## src/rtl/srm_pkg.sv

```systemverilog
`timescale 1ns/1ps
package srm_pkg;
    localparam int REG_AW = 6;

    localparam logic [REG_AW-1:0] OFS_STATUS  = 6'h00;
    localparam logic [REG_AW-1:0] OFS_ENABLE  = 6'h04;
    localparam logic [REG_AW-1:0] OFS_OCC     = 6'h08;
    localparam logic [REG_AW-1:0] OFS_LEN     = 6'h0C;
    localparam logic [REG_AW-1:0] OFS_DATA    = 6'h10;
    localparam logic [REG_AW-1:0] OFS_RXRST   = 6'h14;
    localparam logic [REG_AW-1:0] OFS_STRMRST = 6'h18;

    localparam logic [31:0] RESET_KEY = 32'h0000_00A5;

    localparam int BIT_UNDER_RD = 31;
    localparam int BIT_OVER_RD  = 30;
    localparam int BIT_UNDERRUN = 29;
    localparam int BIT_RX_DONE  = 26;
    localparam int BIT_RST_DONE = 23;

    localparam logic [31:0] IRQ_MASK = (32'd1 << BIT_UNDER_RD) | (32'd1 << BIT_OVER_RD)
                                     | (32'd1 << BIT_UNDERRUN) | (32'd1 << BIT_RX_DONE)
                                     | (32'd1 << BIT_RST_DONE);

    typedef enum logic [1:0] {
        RD_IDLE  = 2'd0,
        RD_DRAIN = 2'd1,
        RD_FLUSH = 2'd2
    } rd_state_e;

    typedef struct packed {
        logic under_rd;
        logic over_rd;
        logic underrun;
        logic rx_done;
        logic rst_done;
    } srm_evt_t;
endpackage

```

## src/rtl/srm_fifo.sv

```systemverilog
`timescale 1ns/1ps
module srm_fifo #(
    parameter int WIDTH = 32,
    parameter int DEPTH = 16
) (
    input  logic                           clk,
    input  logic                           rst_n,
    input  logic                           clr,
    input  logic                           push,
    input  logic [WIDTH-1:0]               wdata,
    input  logic                           pop,
    output logic [WIDTH-1:0]               rdata,
    output logic [$clog2(DEPTH+1)-1:0]     count,
    output logic                           full,
    output logic                           empty
);
    localparam int PW = (DEPTH > 1) ? $clog2(DEPTH) : 1;
    localparam int CW = $clog2(DEPTH+1);

    logic [WIDTH-1:0] mem [DEPTH];
    logic [PW-1:0]    wr_ptr, rd_ptr;
    logic             do_push, do_pop;

    assign full    = (count == CW'(DEPTH));
    assign empty   = (count == '0);
    assign do_push = push && !full;
    assign do_pop  = pop && !empty;
    assign rdata   = mem[rd_ptr];

    function automatic logic [PW-1:0] bump(input logic [PW-1:0] p);
        return (p == PW'(DEPTH-1)) ? '0 : p + 1'b1;
    endfunction

    always_ff @(posedge clk) begin
        if (do_push) mem[wr_ptr] <= wdata;
    end

    always_ff @(posedge clk) begin
        if (!rst_n || clr) begin
            wr_ptr <= '0;
            rd_ptr <= '0;
            count  <= '0;
        end else begin
            if (do_push) wr_ptr <= bump(wr_ptr);
            if (do_pop)  rd_ptr <= bump(rd_ptr);
            unique case ({do_push, do_pop})
                2'b10:   count <= count + 1'b1;
                2'b01:   count <= count - 1'b1;
                default: count <= count;
            endcase
        end
    end

    assert_no_push_full_R2: assert property (@(posedge clk) disable iff (!rst_n)
        push |-> !full);
    assert_no_pop_empty_R9: assert property (@(posedge clk) disable iff (!rst_n)
        pop |-> !empty);
    assert_count_bound_R3: assert property (@(posedge clk) disable iff (!rst_n)
        count <= CW'(DEPTH));
endmodule

```

## src/rtl/srm_ingress.sv

```systemverilog
`timescale 1ns/1ps
module srm_ingress #(
    parameter int LEN_W = 14
) (
    input  logic             clk,
    input  logic             rst_n,
    input  logic             flush,
    input  logic             s_tvalid,
    input  logic             s_tlast,
    input  logic             data_full,
    input  logic             len_full,
    output logic             s_tready,
    output logic             data_push,
    output logic             len_push,
    output logic [LEN_W-1:0] len_words
);
    logic [LEN_W-1:0] word_cnt;

    assign s_tready  = !flush && !data_full && !len_full;
    assign data_push = s_tvalid && s_tready;
    assign len_push  = data_push && s_tlast;
    assign len_words = word_cnt + 1'b1;

    always_ff @(posedge clk) begin
        if (!rst_n || flush) begin
            word_cnt <= '0;
        end else if (data_push) begin
            word_cnt <= s_tlast ? '0 : word_cnt + 1'b1;
        end
    end
endmodule

```

## src/rtl/srm_rd_ctrl.sv

```systemverilog
`timescale 1ns/1ps
module srm_rd_ctrl
    import srm_pkg::*;
#(
    parameter int LEN_W = 14
) (
    input  logic             clk,
    input  logic             rst_n,
    input  logic             rd_len,
    input  logic             rd_data,
    input  logic             rst_key,
    input  logic             len_empty,
    input  logic [LEN_W-1:0] len_head,
    input  logic             data_empty,
    output logic             len_pop,
    output logic             data_pop,
    output logic             data_ok,
    output logic             flush,
    output logic             ev_under_rd,
    output logic             ev_over_rd,
    output logic             ev_underrun,
    output logic             ev_rst_done
);
    rd_state_e        state, nxt_state;
    logic [LEN_W-1:0] budget, nxt_budget;

    always_ff @(posedge clk) begin
        if (!rst_n) begin
            state  <= RD_IDLE;
            budget <= '0;
        end else begin
            state  <= nxt_state;
            budget <= nxt_budget;
        end
    end

    assign flush   = (state == RD_FLUSH);
    assign data_ok = (state == RD_DRAIN) && !data_empty;

    always_comb begin
        nxt_state   = state;
        nxt_budget  = budget;
        len_pop     = 1'b0;
        data_pop    = 1'b0;
        ev_under_rd = 1'b0;
        ev_over_rd  = 1'b0;
        ev_underrun = 1'b0;
        ev_rst_done = 1'b0;
        unique case (state)
            RD_FLUSH: begin
                nxt_state   = RD_IDLE;
                nxt_budget  = '0;
                ev_rst_done = 1'b1;
            end
            RD_IDLE, RD_DRAIN: begin
                if (rd_len) begin
                    ev_under_rd = (state == RD_DRAIN);
                    if (!len_empty) begin
                        len_pop    = 1'b1;
                        nxt_budget = len_head;
                        nxt_state  = (len_head == '0) ? RD_IDLE : RD_DRAIN;
                    end else begin
                        nxt_budget = '0;
                        nxt_state  = RD_IDLE;
                    end
                end else if (rd_data) begin
                    if (data_empty) begin
                        ev_underrun = 1'b1;
                    end else if (state == RD_IDLE) begin
                        ev_over_rd = 1'b1;
                    end else begin
                        data_pop   = 1'b1;
                        nxt_budget = budget - 1'b1;
                        if (budget == LEN_W'(1)) nxt_state = RD_IDLE;
                    end
                end
            end
            default: begin
                nxt_state  = RD_IDLE;
                nxt_budget = '0;
            end
        endcase
        if (rst_key) begin
            nxt_state  = RD_FLUSH;
            nxt_budget = '0;
            len_pop    = 1'b0;
            data_pop   = 1'b0;
        end
    end

    assert_idle_no_budget_R7: assert property (@(posedge clk) disable iff (!rst_n)
        (state == RD_IDLE) |-> (budget == '0));
    assert_drain_has_budget_R5: assert property (@(posedge clk) disable iff (!rst_n)
        (state == RD_DRAIN) |-> (budget != '0));
    assert_flush_one_cycle_R10: assert property (@(posedge clk) disable iff (!rst_n)
        (state == RD_FLUSH && !rst_key) |=> (state == RD_IDLE));
    assert_flush_empties_R10: assert property (@(posedge clk) disable iff (!rst_n)
        (state == RD_FLUSH) |=> (len_empty && data_empty));
endmodule

```

## src/rtl/srm_irq_regs.sv

```systemverilog
`timescale 1ns/1ps
module srm_irq_regs
    import srm_pkg::*;
(
    input  logic        clk,
    input  logic        rst_n,
    input  srm_evt_t    evt,
    input  logic        sts_we,
    input  logic        en_we,
    input  logic        wipe,
    input  logic [31:0] wdata,
    output logic [31:0] status,
    output logic [31:0] enable,
    output logic        irq
);
    logic [31:0] set_vec;

    always_comb begin
        set_vec = '0;
        set_vec[BIT_UNDER_RD] = evt.under_rd;
        set_vec[BIT_OVER_RD]  = evt.over_rd;
        set_vec[BIT_UNDERRUN] = evt.underrun;
        set_vec[BIT_RX_DONE]  = evt.rx_done;
        set_vec[BIT_RST_DONE] = evt.rst_done;
    end

    always_ff @(posedge clk) begin
        if (!rst_n || wipe) begin
            status <= '0;
            enable <= '0;
        end else begin
            status <= (status & ~(sts_we ? wdata : 32'd0)) | set_vec;
            if (en_we) enable <= wdata & IRQ_MASK;
        end
    end

    assign irq = |(status & enable);

    assert_rx_done_cause_R6: assert property (@(posedge clk) disable iff (!rst_n)
        $rose(status[BIT_RX_DONE]) |-> $past(evt.rx_done));
    assert_status_in_mask_R12: assert property (@(posedge clk) disable iff (!rst_n)
        (status & ~IRQ_MASK) == 32'd0);
endmodule

```

## src/rtl/stream_rx_mailbox.sv

```systemverilog
`timescale 1ns/1ps
module stream_rx_mailbox
    import srm_pkg::*;
#(
    parameter int DATA_DEPTH    = 16,
    parameter int LEN_DEPTH     = 4,
    parameter int MAX_PKT_WORDS = 16383
) (
    input  logic        clk,
    input  logic        rst_n,
    input  logic [31:0] s_tdata,
    input  logic        s_tvalid,
    input  logic        s_tlast,
    output logic        s_tready,
    input  logic [5:0]  reg_addr,
    input  logic        reg_wr,
    input  logic [31:0] reg_wdata,
    input  logic        reg_rd,
    output logic [31:0] reg_rdata,
    output logic        irq
);
    localparam int LEN_W = $clog2(MAX_PKT_WORDS + 1);
    localparam int DCW   = $clog2(DATA_DEPTH + 1);
    localparam int LCW   = $clog2(LEN_DEPTH + 1);

    logic             rd_len, rd_data, rx_key, strm_key, rst_key;
    logic             sts_we, en_we;
    logic             flush, data_push, len_push, len_pop, data_pop, data_ok;
    logic             data_full, data_empty, len_full, len_empty;
    logic [31:0]      data_head;
    logic [DCW-1:0]   data_count;
    logic [LCW-1:0]   len_count;
    logic [LEN_W-1:0] len_words, len_head;
    logic             ev_under_rd, ev_over_rd, ev_underrun, ev_rst_done;
    srm_evt_t         evt;
    logic [31:0]      status, enable;

    assign rd_len   = reg_rd && (reg_addr == OFS_LEN);
    assign rd_data  = reg_rd && (reg_addr == OFS_DATA);
    assign rx_key   = reg_wr && (reg_addr == OFS_RXRST)   && (reg_wdata == RESET_KEY);
    assign strm_key = reg_wr && (reg_addr == OFS_STRMRST) && (reg_wdata == RESET_KEY);
    assign rst_key  = rx_key || strm_key;
    assign sts_we   = reg_wr && (reg_addr == OFS_STATUS);
    assign en_we    = reg_wr && (reg_addr == OFS_ENABLE);

    srm_ingress #(.LEN_W(LEN_W)) ingress_i (
        .clk(clk), .rst_n(rst_n), .flush(flush),
        .s_tvalid(s_tvalid), .s_tlast(s_tlast),
        .data_full(data_full), .len_full(len_full),
        .s_tready(s_tready), .data_push(data_push),
        .len_push(len_push), .len_words(len_words)
    );

    srm_fifo #(.WIDTH(32), .DEPTH(DATA_DEPTH)) data_q_i (
        .clk(clk), .rst_n(rst_n), .clr(flush),
        .push(data_push), .wdata(s_tdata),
        .pop(data_pop), .rdata(data_head), .count(data_count),
        .full(data_full), .empty(data_empty)
    );

    srm_fifo #(.WIDTH(LEN_W), .DEPTH(LEN_DEPTH)) len_q_i (
        .clk(clk), .rst_n(rst_n), .clr(flush),
        .push(len_push), .wdata(len_words),
        .pop(len_pop), .rdata(len_head), .count(len_count),
        .full(len_full), .empty(len_empty)
    );

    srm_rd_ctrl #(.LEN_W(LEN_W)) ctrl_i (
        .clk(clk), .rst_n(rst_n),
        .rd_len(rd_len), .rd_data(rd_data), .rst_key(rst_key),
        .len_empty(len_empty), .len_head(len_head), .data_empty(data_empty),
        .len_pop(len_pop), .data_pop(data_pop), .data_ok(data_ok), .flush(flush),
        .ev_under_rd(ev_under_rd), .ev_over_rd(ev_over_rd),
        .ev_underrun(ev_underrun), .ev_rst_done(ev_rst_done)
    );

    always_comb begin
        evt.under_rd = ev_under_rd;
        evt.over_rd  = ev_over_rd;
        evt.underrun = ev_underrun;
        evt.rx_done  = len_push;
        evt.rst_done = ev_rst_done;
    end

    srm_irq_regs irq_i (
        .clk(clk), .rst_n(rst_n), .evt(evt),
        .sts_we(sts_we), .en_we(en_we), .wipe(strm_key), .wdata(reg_wdata),
        .status(status), .enable(enable), .irq(irq)
    );

    always_comb begin
        case (reg_addr)
            OFS_STATUS: reg_rdata = status;
            OFS_ENABLE: reg_rdata = enable;
            OFS_OCC:    reg_rdata = 32'(data_count);
            OFS_LEN:    reg_rdata = len_empty ? 32'd0 : 32'({len_head, 2'b00});
            OFS_DATA:   reg_rdata = data_ok ? data_head : 32'd0;
            default:    reg_rdata = 32'd0;
        endcase
    end

    assert_key_stalls_R13: assert property (@(posedge clk) disable iff (!rst_n)
        rst_key |=> !s_tready);
    assert_len_full_stall_R2: assert property (@(posedge clk) disable iff (!rst_n)
        (len_count == LCW'(LEN_DEPTH)) |-> !s_tready);
endmodule

```

## config.mk

```make
export PLATFORM = sky130hd
export DESIGN_NAME = stream_rx_mailbox
export DESIGN_NICKNAME = d
export VERILOG_FILES = /design/src/rtl/srm_pkg.sv /design/src/rtl/srm_fifo.sv /design/src/rtl/srm_ingress.sv /design/src/rtl/srm_rd_ctrl.sv /design/src/rtl/srm_irq_regs.sv /design/src/rtl/stream_rx_mailbox.sv
export SDC_FILE = /design/constraint.sdc
export NUM_CORES = 1
export LEC_CHECK = 0
export ABC_AREA = 1
export CORE_MARGIN = 5
export CORE_UTILIZATION = 55
export DETAILED_ROUTE_END_ITERATION = 10
export PLACE_DENSITY_LB_ADDON = 0.05
export SLEW_MARGIN = 25
export SYNTH_ARGS = -nofsm -noshare
export SYNTH_HDL_FRONTEND = slang
export SYNTH_SLANG_ARGS = --single-unit
```

## constraint.sdc

```tcl
create_clock -name clk -period 7.46 [get_ports clk]
set_clock_uncertainty 0.2 [all_clocks]
set_input_delay 1.119 -clock clk [delete_from_list [all_inputs] [get_ports clk]]
set_output_delay 1.119 -clock clk [all_outputs]
set_load 0.01 [all_outputs]
```

**Yosys cells after proc, flatten, opt, wreduce, memory -nomap -nowiden**

Memory sizes are Yosys's and may differ from the RTL's. A register that Yosys moved wholly into a read port is not among the register bits.
Cells that the tools add are included.

- Memory bits (writable): 568
- Bits in latches: 0
- Output and inout port bits: 34
- Register bits: 87
- Input bits: 76
- Logic and storage cells: 152
- Memories kept: 2
- Memory bits (read-only): 0

- $lt $le $gt $ge: 0
- Bitwise operators: 6
- $mul: 0
- Div/mod/pow operators: 0
- Eq/ne operators: 26
- $add $sub $neg: 10
- Shifts and indexed selects: 0
- Reduce and logical (&&, ||, !) cells: 41
- Muxes and demuxes: 55

Memory list:

| name | words | width | rd ports | clocked after memory_dff | wr ports | line | RTL |
|---|---|---|---|---|---|---|---|
| data_q_i.mem | 16 | 32 | 1 | 1 | 1 | srm_fifo.sv:20 | `logic [WIDTH-1:0] mem [DEPTH];` |
| len_q_i.mem | 4 | 14 | 1 | 1 | 1 | srm_fifo.sv:20 |  |

Operator list:

| cell | number |
|---|---|
| $pmux 32 s5 | 1 |
| $mux 14 | 6 |
| $and 32x32->32 | 2 |
| $mux 32 | 2 |
| $eq 32x8->1 const B | 1 |
| $not 32->32 | 1 |
| $or 32x32->32 | 1 |
| $reduce_or 32->1 | 1 |
| $mux 1 | 27 |
| $mux 2 | 12 |
| $eq 6x5->1 const B | 3 |
| $logic_and 1x1->1 | 17 |
| $mux 16 | 1 |
| $mux 4 | 4 |
| $add 14x1->14 const B | 1 |
| $eq 14x1->1 const B | 1 |
| $logic_not 14->1 | 1 |
| $sub 14x1->14 const B | 1 |
| $eq 6x4->1 const B | 2 |
| $eq 2x2->1 const B | 5 |
| $pmux 5 s2 | 1 |
| $add 4x1->4 const B | 2 |
| $eq 4x4->1 const B | 2 |
| $ne 4x1->1 const B | 2 |
| other kinds (24) | 41 |

**Depth between registers and ports, before layout**

- Depth in word-level cells: 10
- Depth in mapped cells: 17
- Depth with buffers taken out: 16

**Hierarchy**

Synthesis repeated with hierarchy kept, for this count alone.

- Cell total of the unflattened synthesis: 2700
- Area, all modules: 29244.3 sq um

By module, submodules not included:

| module | seq. area each (sq um) | cells an instance | instances | area an instance (sq um) |
|---|---|---|---|---|
| srm_fifo at data_q_i | 15715.1 | 1759 | 1 | 21883.5 |
| srm_fifo at len_q_i | 1861.8 | 208 | 1 | 2600.0 |
| srm_irq_regs | 740.7 | 176 | 1 | 1581.5 |
| srm_rd_ctrl | 320.3 | 197 | 1 | 1226.2 |
| stream_rx_mailbox | 0.0 | 233 | 1 | 1054.8 |
| srm_ingress | 280.3 | 127 | 1 | 898.4 |

**Worst setup path after synthesis**

No wires, ideal clock.

- Path type: input port to flip-flop
- Start point: input port reg_addr[1]
- End point: register data_q_i.count[4]
- Required time: 7190 ps
- Slack: 3983 ps
- Stages: 17
- Data arrival time: 3208 ps
- Path buffers: 1
- Setup time: 70 ps
- Path through: nor2_4 -> nand2_1 -> nor2_2 -> nand2_1 -> nor2_2 -> nand2_4 -> nor2_4 -> ha_1 -> clkbuf_2 -> xor2_1 -> ha_1 -> a21o_1 -> nand2_1 -> o21ai_0 -> xor2_1 -> nand2_1 -> a21oi_1

- Cells in the longest elaborated chain, start to end: 9
- Elaborated cells between the ends (all ways): 20
- Those cells by class: eq/ne (6); mux (5); reduce/logical (9)

Ends and longest elaborated chain:

| item | line | RTL |
|---|---|---|
| start, declared | stream_rx_mailbox.sv:15 | `input logic [5:0] reg_addr,` |
| $eq 6x5->1 | stream_rx_mailbox.sv:39 | `assign rd_data = reg_rd && (reg_addr == OFS_DATA);` |
| $logic_and 1x1->1 | stream_rx_mailbox.sv:39 |  |
| $mux 1 | srm_rd_ctrl.sv:66 | `end else if (rd_data) begin` |
| $mux 1 | srm_rd_ctrl.sv:56 | `if (rd_len) begin` |
| $mux 1 | srm_rd_ctrl.sv:49 | `unique case (state)` |
| $mux 1 * | srm_rd_ctrl.sv:83 | `if (rst_key) begin` |
| $logic_and 1x1->1 * | srm_fifo.sv:27 | `assign do_pop = pop && !empty;` |
| $eq 2x1->1 or $eq 2x2->1 (tied branches) | srm_fifo.sv:46 | `unique case ({do_push, do_pop})` |
| $pmux 5 s2 or $reduce_bool 2->1 (tied branches) | -- |  |
| end signal, assigned | srm_fifo.sv:47 | `2'b10: count <= count + 1'b1;` |
| end signal, assigned | srm_fifo.sv:48 | `2'b01: count <= count - 1'b1;` |
| end signal, assigned | srm_fifo.sv:49 | `default: count <= count;` |
| end, declared | srm_fifo.sv:13 | `output logic [$clog2(DEPTH+1)-1:0] count,` |

Every way passes the cells marked *; elsewhere a longest branch is shown, timed or not.
A chain may end at the register's enable or synchronous reset.

==> impl_metrics.toml <==
[setup_path]
path_cells = "inv_4 > buf_4 > o21ai_0 > o221ai_1 > nand2_1 > nand2_1 > nand3_1 > nand2_1 > clkdlybuf4s50_1"
worst-setup-path-type = "reg -> out"
critPathMostFrequentCell = "nand2_1"
cp_slowest_cell = "inv_4"
crit_fanout = 69
endpoint_kind = "primary output"
start_kind = "flip-flop"
cpPeakStageDelay_ns = 0.73
crit_required_ns = 6.14
arrival_ns = 3.98

[place]
routabilityCongestion = 0.9415
dp_hpwl_mm = 44.68
portBuffers = 109

[final_layout]
syn2layout_area_growth_pct = 14.34
fin_nets = 2708
diodes = 0
final_common_cell = "nand2_1"
fillerInstances = 3981
mostFrequentLayoutCells = "642 x nand2_1, 568 x edfxtp_1, 378 x nand3_1, 181 x a21oi_1, 124 x inv_1"
drive_above_1_share_pct = 6.816

[yosys]
synth_top_area_share_pct = 61.77
synth_largest_area_cell = "edfxtp_1"
netlist_area_um2 = 27610
yosysUniqueCellTypes = 46
dominantRegCellSynth = "edfxtp_1"
synth_edf_count = 568
yosysWarnings = 0
syn-num-nets = 2630
synth-seq-area-share_pct = 68.51
async_flop_share_pct = 0
synth.area.top_cells = "edfxtp_1 62%, nand2_1 8.7%, nand3_1 6.9%, dfxtp_1 6.7%, a21oi_1 3.3%"
avgSynthCellArea_um2 = 10.89
syn_inst = 2536
ys_ff_latch = 661

[sta]
setup-tns-final_ns = 0
rsz0062_at_grt = "false"
tightest_slew_ns = 0.9804
fmax_mhz = 188.9
max-slew-margin-rel_pct = 34.64
finalMaxSlewViolations = 0
fin_hold_ws_ns = 0.2598
hold_viol_final = 0
fin_crit_ns = 5.295
setup_viol = 0
finalCritPeriodShare_pct = 70.97

[clocking]
cts_resized = 0
cts_tree = "done"
clockBufferDepth = 3
clk_latency_ns = 0.60
cts_buffers = 70
clock_sinks = 661
htreeDepth = 3
root_buffer = "clkbuf_16"
postCtsSetupBuffers = 0
path_clk_slew_ns = 0.06
cts.hold.buffers_added = 0

[detailed_routing]
viasPerCell = 5.809
firstDrtPassIters = 5
wl_met3_mm = 4.908
ant_nets = 0
met2WireLength_mm = 36.50
drc = 0
routed_wl_mm = 75.80
drt_iter0_markers = 2151
vias = 19410
avgRoutedWirePerCell_um = 22.68
met1_length_mm = 30.42
top_layer_used = "met5"

[pwr]
intPower_w = 0.006092
powerDensity_nw_per_um2 = 243.3
swShare_pct = 20.69
p_sw_w = 0.001589
p_leak_nw = 11.46
sequentialPowerShare_pct = 53.1
p_clk_share_pct = 43.7
irDropWorstVdd_uv = 160.9
comb_power_share_pct = 3.2

[run_status]
status = "finished, final reports clean"

[hold_path]
hp-class = "reg -> reg"

[global_route]
grt_pass1_vias = 18360
grt_pass1_wl_mm = 113.2
grt_usage_pct = 27.70
antenna_found_initial = 2
grt_overflow = 0
grt_max_degree = 198

[floorplan]
design.core.area_um2 = 49860
die_y_um = 234.1
io_pins = 110
die_area_um2 = 54790
die_x_um = 234.1
start_util_pct = 55.38
rows = 82

[flow_run]
maxCapViolations = 0
==> synthesized netlist by cell type, drive strengths merged, types with 6 or more instances <==
library cell / instances
nor3: 12
nor2: 152
edfxtp: 568
clkbuf: 54
nand4: 19
a22oi: 36
ha: 17
xor2: 17
o21ai: 105
o211ai: 11
nand2: 647
a21oi: 182
nand3: 380
dfxtp: 93
inv: 133
buf: 81
xnor2: 6
==> worst paths after layout <==
kind | start | to | slack, ns | depth (start not counted)
worst max-delay path | flip-flop | reg_rdata[29] | 2.17 | 9
worst min-delay path | irq_i.status[27]$_SDFF_PP0_ | irq_i.status[27]$_SDFF_PP0_ | 0.26 | 2
worst max register to register | ctrl_i.state[1]$_SDFFE_PN0P_ | data_q_i.mem[10][8]$_DFFE_PP_ | 3.78 | 8
worst min register to register | irq_i.status[27]$_SDFF_PP0_ | irq_i.status[27]$_SDFF_PP0_ | 0.26 | 2
==> metal layers <==
metal,GRT usage (%),vias to the layer above
met5,0,-
met4,14.24,4
met3,3.984,145
met2,44.54,728
met1,37.13,9484
li1,-,9053
==> flip-flops by register name, indices dropped and copies added (netlist names), named ones only <==
register,count
data_q_i.mem,512
len_q_i.mem,56
irq_i.status,32
ctrl_i.budget,14
ingress_i.word_cnt,14
data_q_i.count,5
irq_i.enable,5
data_q_i.rd_ptr,4
data_q_i.wr_ptr,4
len_q_i.count,3
ctrl_i.state,2
len_q_i.rd_ptr,2
len_q_i.wr_ptr,2
==> cell families after synthesis <==
kind of cell | count (synthesis) | synth area share, %
and+or+nand+nor | 1218 | 19.00
DFF | 661 | 68.51
AOI/OAI and AO/OA | 347 | 6.878
xor gates and xnor gates | 23 | 0.7295
adders and majority gates | 18 | 0.8428
buffers and inverters | 269 | 4.037
==> area by class of cell <==
| cell class | instances | area, um^2 | share of cell area (%) |
|---|---|---|---|
| clock buffers | 93 | 1964 | 6.222 |
| repair buffers | 141 | 1360 | 4.308 |
| clock inverters | 35 | 257.7 | 0.8164 |
| well taps | 672 | 840.8 | 2.663 |
| flip-flops and latches | 661 | 18930 | 59.95 |
| inverters | 134 | 511.7 | 1.621 |
| multi-input cells | 1606 | 7709 | 24.42 |
==> metrics by stage <==
step / setup WS (ns) / util (%) / std cells / instance area [um^2] / power (W)
final: 2.165 / 63.32 / 3342 / 31570 / 0.007681
after detailed placement: 2.454 / 58.86 / 3214 / 29350 / 0.004403
after global placement: 2.213 / 58.83 / 3213 / 29340 / 0.004396
after CTS: 2.130 / 63.31 / 3342 / 31570 / 0.007729
after floorplan: 3.983 / - / 2536 / 27610 / 0.004252
after global routing: 1.971 / 63.32 / 3342 / 31570 / 0.007915
==> worst max-delay path: cells and delay by family, from the launching register on <==
kind	cells	cell delay, ns
simple gates	4	0.58
flops	1	0.52
compound gates	2	0.38
buf+inv	3	1.86
==> power by group through the flow <==
stage / clock, W / combinational (W) / sequential [W]
after floorplan: 0 / 0.0000999 / 0.00415
after global placement: 0 / 0.000243 / 0.00415
after detailed placement: 0 / 0.000248 / 0.00416
after CTS: 0.00340 / 0.000249 / 0.00408
after global routing: 0.00357 / 0.000267 / 0.00408
final: 0.00336 / 0.000248 / 0.00408
(Power assumes the default switching activity.)
